## config.mk

```make
export PLATFORM = sky130hd
export DESIGN_NAME = toggle_poll_top
export DESIGN_NICKNAME = d
export VERILOG_FILES = /design/src/rtl/tp_pkg.sv /design/src/rtl/tp_sampler.sv /design/src/rtl/tp_limit.sv /design/src/rtl/tp_ctrl.sv /design/src/rtl/toggle_poll_top.sv
export SDC_FILE = /design/constraint.sdc
export NUM_CORES = 1
export LEC_CHECK = 0
export BUFFER_PORTS_ARGS = -buffer_cell sky130_fd_sc_hd__buf_2
export CAP_MARGIN = 10
export CORE_MARGIN = 5
export CORE_UTILIZATION = 43
export CTS_CLUSTER_SIZE = 40
export DETAILED_ROUTE_END_ITERATION = 7
export PLACE_DENSITY = 0.74
export SKIP_CTS_REPAIR_TIMING = 1
export SLEW_MARGIN = 10
export SYNTH_ARGS = -nofsm -noshare
export SYNTH_HDL_FRONTEND = slang
export SYNTH_HIERARCHICAL = 1
export SYNTH_SLANG_ARGS = --single-unit
```

## constraint.sdc

```tcl
create_clock -name clk -period 2.2 [get_ports clk]
set_clock_uncertainty 0.1 [all_clocks]
set_input_delay 0.11 -clock clk [delete_from_list [all_inputs] [get_ports clk]]
set_output_delay 0.11 -clock clk [all_outputs]
set_load 0.1 [all_outputs]
```

## src/rtl/tp_pkg.sv

```systemverilog
package tp_pkg;

    typedef enum logic [1:0] {
        ST_IDLE = 2'd0,
        ST_RD_A = 2'd1,
        ST_RD_B = 2'd2
    } tp_state_e;

    typedef enum logic [1:0] {
        ACT_NEXT  = 2'd0,
        ACT_RECHK = 2'd1,
        ACT_PASS  = 2'd2,
        ACT_FAIL  = 2'd3
    } tp_action_e;

    typedef struct packed {
        logic settled;
        logic timeout;
    } tp_verdict_t;

    function automatic tp_action_e tp_decide(input tp_verdict_t v,
                                             input logic recheck,
                                             input logic limit_hit);
        if (v.settled)
            return ACT_PASS;
        else if (recheck)
            return ACT_FAIL;
        else if (v.timeout)
            return ACT_RECHK;
        else if (limit_hit)
            return ACT_FAIL;
        return ACT_NEXT;
    endfunction

endpackage

```

## src/rtl/tp_sampler.sv

```systemverilog
module tp_sampler
    import tp_pkg::*;
#(
    parameter int DATA_W  = 16,
    parameter int TOG_BIT = 6,
    parameter int TO_BIT  = 5
) (
    input  logic              clk,
    input  logic              rst,
    input  logic              cap_en,
    input  logic [DATA_W-1:0] rd_data,
    output tp_verdict_t       verdict
);
    logic first_tog;

    always_ff @(posedge clk) begin
        if (rst)
            first_tog <= 1'b0;
        else if (cap_en)
            first_tog <= rd_data[TOG_BIT];
    end

    always_comb begin
        verdict.settled = (first_tog == rd_data[TOG_BIT]);
        verdict.timeout = rd_data[TO_BIT];
    end
endmodule

```

## src/rtl/tp_limit.sv

```systemverilog
module tp_limit #(
    parameter int MAX_PAIRS = 8
) (
    input  logic clk,
    input  logic rst,
    input  logic clr,
    input  logic inc,
    output logic hit
);
    localparam int CNT_W = (MAX_PAIRS > 1) ? $clog2(MAX_PAIRS) : 1;

    generate
        if (MAX_PAIRS == 0) begin : g_off
            assign hit = 1'b0;
        end else begin : g_on
            logic [CNT_W-1:0] cnt;
            always_ff @(posedge clk) begin
                if (rst || clr)
                    cnt <= '0;
                else if (inc)
                    cnt <= cnt + 1'b1;
            end
            assign hit = (cnt == CNT_W'(MAX_PAIRS - 1));
        end
    endgenerate
endmodule

```

## src/rtl/tp_ctrl.sv

```systemverilog
module tp_ctrl
    import tp_pkg::*;
#(
    parameter int ADDR_W = 24
) (
    input  logic              clk,
    input  logic              rst,
    input  logic              start_i,
    input  logic [ADDR_W-1:0] poll_addr_i,
    input  logic              rd_done_i,
    input  tp_verdict_t       verdict,
    input  logic              limit_hit,
    output logic              cap_en,
    output logic              cnt_clr,
    output logic              cnt_inc,
    output logic              rd_req_o,
    output logic [ADDR_W-1:0] rd_addr_o,
    output logic              done_o,
    output logic              pass_o,
    output logic              fail_o
);
    tp_state_e         state;
    logic              recheck;
    logic [ADDR_W-1:0] addr_q;
    tp_action_e        act;
    logic              pair_end;

    assign pair_end = (state == ST_RD_B) && rd_done_i;
    assign act      = tp_decide(verdict, recheck, limit_hit);
    assign cap_en   = (state == ST_RD_A) && rd_done_i;
    assign cnt_clr  = (state == ST_IDLE) && start_i;
    assign cnt_inc  = pair_end && (act == ACT_NEXT);
    assign rd_req_o = (state != ST_IDLE);
    assign rd_addr_o = addr_q;

    always_ff @(posedge clk) begin
        if (rst) begin
            state   <= ST_IDLE;
            recheck <= 1'b0;
            addr_q  <= '0;
            done_o  <= 1'b0;
            pass_o  <= 1'b0;
            fail_o  <= 1'b0;
        end else begin
            done_o <= 1'b0;
            pass_o <= 1'b0;
            fail_o <= 1'b0;
            unique case (state)
                ST_IDLE: begin
                    if (start_i) begin
                        addr_q  <= poll_addr_i;
                        recheck <= 1'b0;
                        state   <= ST_RD_A;
                    end
                end
                ST_RD_A: begin
                    if (rd_done_i)
                        state <= ST_RD_B;
                end
                ST_RD_B: begin
                    if (rd_done_i) begin
                        unique case (act)
                            ACT_NEXT:  state <= ST_RD_A;
                            ACT_RECHK: begin
                                recheck <= 1'b1;
                                state   <= ST_RD_A;
                            end
                            ACT_PASS: begin
                                done_o <= 1'b1;
                                pass_o <= 1'b1;
                                state  <= ST_IDLE;
                            end
                            ACT_FAIL: begin
                                done_o <= 1'b1;
                                fail_o <= 1'b1;
                                state  <= ST_IDLE;
                            end
                            default: state <= ST_IDLE;
                        endcase
                    end
                end
                default: state <= ST_IDLE;
            endcase
        end
    end
endmodule

```

## src/rtl/toggle_poll_top.sv

```systemverilog
module toggle_poll_top
    import tp_pkg::*;
#(
    parameter int ADDR_W    = 24,
    parameter int DATA_W    = 16,
    parameter int TOG_BIT   = 6,
    parameter int TO_BIT    = 5,
    parameter int MAX_PAIRS = 8
) (
    input  logic              clk,
    input  logic              rst,
    input  logic              start_i,
    input  logic [ADDR_W-1:0] poll_addr_i,
    input  logic [DATA_W-1:0] rd_data_i,
    input  logic              rd_done_i,
    output logic              rd_req_o,
    output logic [ADDR_W-1:0] rd_addr_o,
    output logic              done_o,
    output logic              pass_o,
    output logic              fail_o
);
    tp_verdict_t verdict;
    logic        cap_en, cnt_clr, cnt_inc, limit_hit;

    tp_sampler #(.DATA_W(DATA_W), .TOG_BIT(TOG_BIT), .TO_BIT(TO_BIT)) u_sampler (
        .clk(clk), .rst(rst), .cap_en(cap_en), .rd_data(rd_data_i), .verdict(verdict)
    );

    tp_limit #(.MAX_PAIRS(MAX_PAIRS)) u_limit (
        .clk(clk), .rst(rst), .clr(cnt_clr), .inc(cnt_inc), .hit(limit_hit)
    );

    tp_ctrl #(.ADDR_W(ADDR_W)) u_ctrl (
        .clk(clk), .rst(rst), .start_i(start_i), .poll_addr_i(poll_addr_i),
        .rd_done_i(rd_done_i), .verdict(verdict), .limit_hit(limit_hit),
        .cap_en(cap_en), .cnt_clr(cnt_clr), .cnt_inc(cnt_inc),
        .rd_req_o(rd_req_o), .rd_addr_o(rd_addr_o), .done_o(done_o),
        .pass_o(pass_o), .fail_o(fail_o)
    );
endmodule

```

# [After elaboration in Yosys (flattened, before gate mapping)]
# Cells that the tools add are included.
[word_totals] regBits=34 input_bits=44 output_inout_bits=28 wordCells=58
[op_classes] add_sub_neg=1 eq_ne=11 n_mux=21 bitwise_logic=2 n_reduce_logical=15
[op_table] operator="2-to-1 mux 2 bit" n=8
[op_table] operator="2-to-1 mux 1 bit" n=10
[op_table] operator="inequality test 2 bit (second input constant)" n=4
[op_table] operator="== test 2 bit (second input constant)" n=3
[op_table] operator="case mux 2 bit (3 select lines)" n=1
[op_table] operator="== test 2 x 1 -> 1 bit (second input constant)" n=2
[op_table] operator="logical AND 1 bit" n=4
[op_table] operator="zero test 2 bit" n=2
[op_table] operator="case mux 2 bit (2 select lines)" n=1
[op_table] operator="AND reduction 4 bit" n=1
[op_table] operator="nonzero test 2 bit" n=2
[op_table] operator="OR reduction 2 bit" n=2
[op_table] operator="adder 3 x 1 -> 3 bit (second input constant)" n=1
[op_table] operator="== test 3 bit (second input constant)" n=1
[op_table] operator="AND reduction 3 bit" n=1
[op_table] operator="OR reduction 3 bit" n=1
[op_table] operator="NOT 1 bit" n=2
[op_table] operator="case mux 1 bit (2 select lines)" n=1
[op_table] operator="AND reduction 2 bit" n=1
[op_table] operator="== test 1 bit" n=1
[op_table] operator="logical OR 1 bit" n=1

# [Longest topological paths before layout]
# Gate-level depths: netlist of the first run.
[depth] depth_word=11 mapped_depth=6 ltp_nobuf=6

# [Cells and area by module]
# The synthesis of the first run kept the hierarchy.
[modules_own_cells] mod="tp_ctrl" instances=1 cells_each=133 area_each_um2=1132.3 seq_area_each_um2=600.6
[modules_own_cells] mod="tp_limit" instances=1 cells_each=11 area_each_um2=133.9 seq_area_each_um2=60.1
[modules_own_cells] mod="tp_sampler" instances=1 cells_each=5 area_each_um2=50.0 seq_area_each_um2=20.0

# [Least setup slack after synthesis of the first run]
# No wires, ideal clock.
[synth_path] path_kind="reg2reg" from="register u_limit.g_on.cnt[0]" to="register u_limit.g_on.cnt[1]" setup_time_ns=0.116 t_arrival_ns=1.603 t_required_ns=1.984 setup_slack_ns=0.381 stages_incl_launch_ff=7 n_path_buf=0 period_less_slack_ns=1.819 path_cell_list="dfxtp_1 -> ha_1 -> ha_1 -> or4_1 -> nor2_1 -> mux2i_1 -> nor3_1"
[synth_via] elab_chain_len=8 elab_cells_between_ends=9 classes_between="add/sub: 1; eq/ne: 1; mux: 5; reduce/logical: 2"
[synth_rtl] item="from (decl)" line_no="tp_limit.sv:16" source="logic [CNT_W-1:0] cnt;"
[synth_rtl] item="from (signal assigned)" line_no="tp_limit.sv:21" source="cnt <= cnt + 1'b1;"
[synth_rtl] item="== test 3 bit" line_no="tp_limit.sv:23" source="assign hit = (cnt == CNT_W'(MAX_PAIRS - 1));"
[synth_rtl] item="via limit_hit" line_no="toggle_poll_top.sv:23" source="logic cap_en, cnt_clr, cnt_inc, limit_hit;"
[synth_rtl] item="2-to-1 mux 1 bit" line_no="tp_pkg.sv:30" source="else if (limit_hit)"
[synth_rtl] item="2-to-1 mux 1 bit" line_no="tp_pkg.sv:28" source="else if (v.timeout)"
[synth_rtl] item="2-to-1 mux 1 bit" line_no="tp_pkg.sv:26" source="else if (recheck)"
[synth_rtl] item="2-to-1 mux 1 bit" line_no="tp_pkg.sv:24" source="if (v.settled)"
[synth_rtl] item="2-to-1 mux 2 bit" line_no="tp_pkg.sv:32" source="return ACT_NEXT;"
[synth_rtl] item="zero test 2 bit" line_no="tp_ctrl.sv:32" source="assign cnt_inc = pair_end && (act == ACT_NEXT);"
[synth_rtl] item="logical AND 1 bit" line_no="tp_ctrl.sv:32"
[synth_rtl] item="via cnt_inc" line_no="toggle_poll_top.sv:23"
# The timed path passes the listed nets, and every way through them passes these cells.
# A chain may end at the register's enable or synchronous reset.

# [Worst setup path after layout of the first run]
[layout_path] from="register u_limit.g_on.cnt[0]" to="register u_limit.g_on.cnt[2]"
# Same word-level chain as after synthesis.

==> flow_summary.toml, run 1 <==
[layout]
fin_cells = 264
areaGrowthSynthToFinish_pct = 45.1
layout-drive-gt1-share_pct = 33.8
diodes = 0
fin_area_um2 = 1910
finalNetCount = 276

[clock_tree]
tritoncts = "yes"
htree_levels = 2
cts_buffers = 5
cts-root-buf = "clkbuf_4"
clock_sinks = 34
clk_latency_ns = 0.32
cts.reportedPaths.clkPinSlew_ns = 0.10
clockBufferDepth = 2

[placement]
globalplace.congestion = 0.715
place_area_um2 = 1580
io_buffer_count = 57
place_inst = 231
dp_hpwl_um = 1970

[global_routing]
grt_pass1_vias = 1061
track_usage_pct = 13.5
grt_pass1_wl_um = 4450
antenna_found_initial = 0
grt_max_degree = 35
globalRouteOverflowTotal = 0

[synthesis]
synth.distinct_cells = 25
syn_area_um2 = 1320
yosys.area.top_type = "dfxtp_1"
syn_nets = 195
seq_area_frac_synth_pct = 51.7
synthTopCellsByArea = "dfxtp_1, nand2_1, a21oi_1, a21oi_2, mux2i_1"
syn_inst = 149
synth_top_area_share_pct = 51.7
synth_seq_cells = 34
syn_avg_cell_area_um2 = 8.83
ys_warn_count = 6

[status]
status = "completed"

[die]
start_util_pct = 43.8
core-area_um2 = 3000
fp.dieW_um = 65.3
die-area_um2 = 4270
rows = 20
die_h_um = 65.3
ioPinCount = 72

[power]
vdd_drop_max_v = 0.000401
switching_share_pct = 35.9
power_density_nw_per_um2 = 791
p_switching_uw = 543
p_comb_share_pct = 28.3
internal_power_uw = 968
p_clk_share_pct = 27.7
p_seq_share_pct = 44.0
power_leakage_uw = 0.000865

[drt]
antenna_left = 0
first_pass_iters = 4
vias = 1282
wire_per_inst_um = 12.8
via_per_inst = 4.86
drt-total-wl_um = 3370
drc_errors = 0
drt-initial-drc-count = 62

[timing]
fmax_mhz = 508
rsz0062_at_grt = "no"
min_period_ns = 1.97
fin_crit_sh_pct = 89.4
tns_ns = 0
drv_slew = 0
slew_headroom_pct = 51.8
tightest_slew_ns = 0.723
hold_violations = 0
finalSetupViolations = 0

[flow_run]
maxCapViolations = 0

[setup_path]
worst_setup_path_end_kind = "flip-flop"
start_kind = "flip-flop"
worstSetupPathType = "flip-flop to flip-flop"
path_max_fanout = 3
max_stage_delay_ns = 0.45
cp.required_ns = 2.29
crit_arrival_ns = 2.05
crit_top_cell = "ha_1"
crit_slowest_cell = "or4_1"
path_cells = "ha_1, ha_1, or4_1, nor2_1, mux2i_1, nor3_1"

[hold_path]
worstHoldPathType = "input port to flip-flop"
[per-layer routing]
metal  share of wire (%)  routed length, µm  vias to the layer above  GRT usage (%)
met1                  40               1360                      591           14.2
met2                  54               1810                       35           24.3
met5                   0                  0                        -              0
met3                 5.3                177                        2           4.44
met4                0.56                 19                        0           6.22
li1                    -                  -                      654              -
[final cells by class]
class                           count  area (µm²)
Fill cell                         251        1090
Sequential cell                    34         681
Multi-Input combinational cell    105         557
Timing Repair Buffer               83         543
Clock buffer                        8        78.8
Tap cell                           33        41.3
Inverter                            1        8.76
[flip-flops by register name (all words and copies together), names as in the netlist]
name and count:
u_ctrl/pass_o 1, u_ctrl/recheck 1, u_limit/g_on.cnt 3, u_ctrl/fail_o 1, u_ctrl/rd_addr_o 24, u_sampler/first_tog 1, u_ctrl/state 2, u_ctrl/done_o 1
[final timing paths]
path / end / slack, ns / startpoint / depth (start not counted)
setup / recovery: u_limit/g_on.cnt[2] / 0.23 / u_limit/g_on.cnt[0] / 6
hold / removal: u_ctrl/state[1] / 0.0009 / rd_done_i / 4
setup reg to reg: u_limit/g_on.cnt[2] / 0.23 / u_limit/g_on.cnt[0] / 6
hold reg to reg: u_ctrl/rd_addr_o[18] / 0.36 / u_ctrl/rd_addr_o[18] / 2
[through the flow]
step / setup slack [ns] / utilization, % / total power (µW) / hold WS [ns]
global route: 0.156 / 63.6 / 1570 / 0.0151
global placement: 0.273 / 52.6 / 1070 / 0.251
detailed placement: 0.239 / 52.6 / 1070 / 0.257
finish: 0.232 / 63.6 / 1510 / 0.000937
floorplan: 0.381 / - / 1010 / 0.0809
CTS: 0.224 / 55.3 / 1480 / -0.105
[logic make-up after synthesis]
logic type	after synthesis	synth area share, %
mux	3	2.28
buf+inv	10	5.99
flops	34	51.7
simple gates	71	24.2
fa+ha+maj	2	1.90
compound gates	27	12.5
xor+xnor	2	1.33
[cells in the mapped netlist]
| library cell | instances |
|---|---|
| nor3b_1 | 2 |
| clkbuf_1 | 3 |
| or3b_1 | 1 |
| or4_1 | 2 |
| and3b_1 | 1 |
| nor3_1 | 4 |
| mux2i_1 | 3 |
| a21oi_2 | 8 |
| nor3_2 | 1 |
| a21oi_1 | 19 |
| nor4_1 | 1 |
| nor2b_1 | 1 |
| ha_1 | 2 |
| dfxtp_1 | 34 |
| nor2_1 | 6 |
| xnor2_1 | 2 |
| clkinv_4 | 1 |
| buf_4 | 1 |
| nand2_1 | 49 |
| buf_6 | 1 |
| nand3b_1 | 1 |
| or3b_2 | 1 |
| buf_2 | 2 |
| or2_2 | 1 |
| buf_8 | 2 |
[power groups by stage]
| stage | logic (µW) | clock network (µW) | registers [µW] |
|---|---|---|---|
| floorplan | 117 | 0 | 891 |
| global placement | 389 | 0 | 677 |
| detailed placement | 391 | 0 | 679 |
| CTS | 392 | 424 | 664 |
| global route | 449 | 454 | 670 |
| finish | 428 | 419 | 665 |
[layout by cell type (no fill, tap or decap), types with 2 or more instances in the layout]
master / netlist / layout
buf_2: 2 / 57
dfxtp_1: 34 / 34
nor2_1: 6 / 6
mux2i_1: 3 / 3
a21oi_1: 19 / 19
or4_1: 2 / 2
nand2_1: 49 / 49
nor3_1: 4 / 4
clkbuf_4: 0 / 5
xnor2_1: 2 / 2
nor3b_1: 2 / 2
ha_1: 2 / 2
a21oi_2: 8 / 8
dlygate4sd3_1: 0 / 25
clkbuf_8: 0 / 3
[worst max-delay path, delay by kind of cell (launching register included)]
kind	cells	cell delay, ns
fa+ha+maj	2	0.37
mux	1	0.23
flops	1	0.34
simple gates	3	0.79
No activity file was read; power rests on OpenSTA's default activity.
==> run 2: changes to the inputs <==
--- a/config.mk
+++ b/config.mk
@@ -5,10 +5,11 @@
 export SDC_FILE = /design/constraint.sdc
 export NUM_CORES = 1
 export LEC_CHECK = 0
+export ABC_AREA = 1
 export BUFFER_PORTS_ARGS = -buffer_cell sky130_fd_sc_hd__buf_2
 export CAP_MARGIN = 10
 export CORE_MARGIN = 5
-export CORE_UTILIZATION = 43
+export CORE_UTILIZATION = 44
 export CTS_CLUSTER_SIZE = 40
 export DETAILED_ROUTE_END_ITERATION = 7
 export PLACE_DENSITY = 0.74
==> flow_summary.toml, run 2 <==
[status]
status = "complete, but fails checks"
violations = "hold timing"

[placement]
place_inst = 272
io_buffer_count = 57
dp_hpwl_um = 1990
place_area_um2 = 1650
dp_slack_ns = 0.718
globalplace.congestion = 0.782

[synthesis]
ys_warn_count = 6
syn_inst = 177
synthTopCellsByArea = "dfxtp_1, nor2_1, o21ai_0, nor2_2, nand2_1"
syn_nets = 223
synth.distinct_cells = 21
yosys.area.top_type = "dfxtp_1"
synth.most_common_cell = "nor2_1"
ys.flop_type = "dfxtp_1"
synth_edf_count = 0
seq_area_frac_synth_pct = 49.6
syn_avg_cell_area_um2 = 7.75
async_flop_share_pct = 0
syn_area_um2 = 1370
synthTopCellsByCount = "nor2_1, dfxtp_1, o21ai_0"
synth_top_area_share_pct = 49.6
synth_seq_cells = 34

[layout]
final_common_cell = "buf_2"
diodes = 0
fin_cells = 305
layout-drive-gt1-share_pct = 31.0
largest_reg_flops = 24
finalNetCount = 306
nFillCells = 272
fin_area_um2 = 2010
areaGrowthSynthToFinish_pct = 46.7
layout_common_cells = "buf_2, nor2_1, dfxtp_1"

[global_routing]
grt_pass1_vias = 1124
grt_pass1_wl_um = 4670
grt_max_degree = 28
antenna_found_initial = 0
track_usage_pct = 14.1
globalRouteOverflowTotal = 0

[timing]
finalSetupViolations = 0
drv_slew = 0
rsz0062_at_grt = "no"
min_period_ns = 1.52
slew_headroom_pct = 57.4
fin_crit_sh_pct = 69.0
tightest_slew_ns = 0.638
setup_ws_ns = 0.681
holdWs_ns = -0.0260
tns_ns = 0
fmax_mhz = 658
hold_violations = 1

[clock_tree]
cts_buffers = 5
clockBufferDepth = 2
cts.reportedPaths.clkPinSlew_ns = 0.11
clk_latency_ns = 0.33
htree_levels = 2
tritoncts = "yes"
cts-root-buf = "clkbuf_4"
clock_sinks = 34

[drt]
drt-total-wl_um = 3220
wire_per_inst_um = 10.5
vias = 1358
drc_errors = 0
drt-initial-drc-count = 78
via_per_inst = 4.45
first_pass_iters = 4
antenna_left = 0

[setup_path]
max_stage_delay_ns = 0.45
path_max_fanout = 5
crit_arrival_ns = 1.31
worst_setup_path_end_kind = "output port"
crit_slowest_cell = "dfxtp_1"
worstSetupPathType = "flip-flop to output port"
start_kind = "flip-flop"
path_cells = "nor2_4, inv_1, buf_2"
cp.required_ns = 1.99

[die]
start_util_pct = 45.3
rows = 20
fp.dieW_um = 65.9
die-area_um2 = 4340
ioPinCount = 72
core-area_um2 = 3030
die_h_um = 65.9

[power]
power_density_nw_per_um2 = 961
vdd_drop_max_v = 0.000496
power_leakage_uw = 0.00100

[hold_path]
worstHoldPathType = "input port to flip-flop"

[flow_run]
maxCapViolations = 0
run 2: cell count changes after synthesis, moves of 3 or more:
cell and change:
nor2_1 +44, a21oi_2 -8, nor2_2 +11, nand2_1 -31
o21ai_1 +4, a21oi_1 -17, o21ai_0 +20, inv_1 +16
nand3_1 +6, mux2i_1 -3
run 2: power by group:
part | switching, µW | internal (µW) | leakage [µW] | total, µW
logic | 501 | 135 | 0.000661 | 636
registers | 29.9 | 670 | 0.000280 | 700
clock network | 214 | 385 | 0.0000585 | 599
total | 745 | 1190 | 0.00100 | 1930
run 2: cells by family after synthesis:
group | synth area share, %
AND/OR/NAND/NOR | 28.2
flip-flops | 49.6
AO/OA/AOI/OAI | 9.48
buffers and inverters | 10.3
adder cells (fa/ha/maj) | 1.82
XOR/XNOR | 0.638
run 2: per-layer routing:
layer / up-vias / GRT usage [%] / part of all wire [%]
met3: 2 / 5.10 / 6.4
met1: 605 / 16.0 / 44
met2: 37 / 22.5 / 49
met4: 0 / 8.03 / 0.47
met5: - / 0 / 0
li1: 714 / - / -
run 2: layout make-up:
| type | count | area, µm² | share of cell area (%) |
|---|---|---|---|
| clock inverter | 2 | 60.1 | 2.98 |
| sequential | 34 | 681 | 33.8 |
| timing repair buffer | 83 | 543 | 27.0 |
| tap | 44 | 55.1 | 2.73 |
| inverter | 18 | 72.6 | 3.60 |
| clock buffer | 6 | 51.3 | 2.55 |
| multi-input combinational | 118 | 551 | 27.3 |
run 2: worst paths after layout:
| path | startpoint | endpoint | slack (ns) | cells past startpoint |
|---|---|---|---|---|
| worst min-delay path | poll_addr_i[4] | u_ctrl/rd_addr_o[4] | -0.03 | 3 |
| worst max-delay path | u_ctrl/state[1] | rd_req_o | 0.68 | 3 |
| worst min register to register | u_limit/g_on.cnt[1] | u_limit/g_on.cnt[1] | 0.39 | 2 |
| worst max register to register | u_limit/g_on.cnt[0] | u_limit/g_on.cnt[0] | 0.69 | 10 |
run 2: stage by stage:
| stage | total power [µW] | utilization (%) | hold WS, ns |
|---|---|---|---|
| global route | 2020 | 66.5 | 0.0217 |
| floorplan | 1230 | - | 0.0791 |
| finish | 1930 | 66.5 | -0.0260 |
| detailed placement | 1320 | 54.5 | 0.257 |
| global placement | 1310 | 54.5 | 0.246 |
| CTS | 1910 | 58.2 | -0.110 |
run 2: worst max-delay path: cells and delay by family, from the launching register on:
| kind | cells | cell delay, ns |
|---|---|---|
| buffers and inverters | 2 | 0.46 |
| flip-flops | 1 | 0.45 |
| AND/OR/NAND/NOR | 1 | 0.07 |
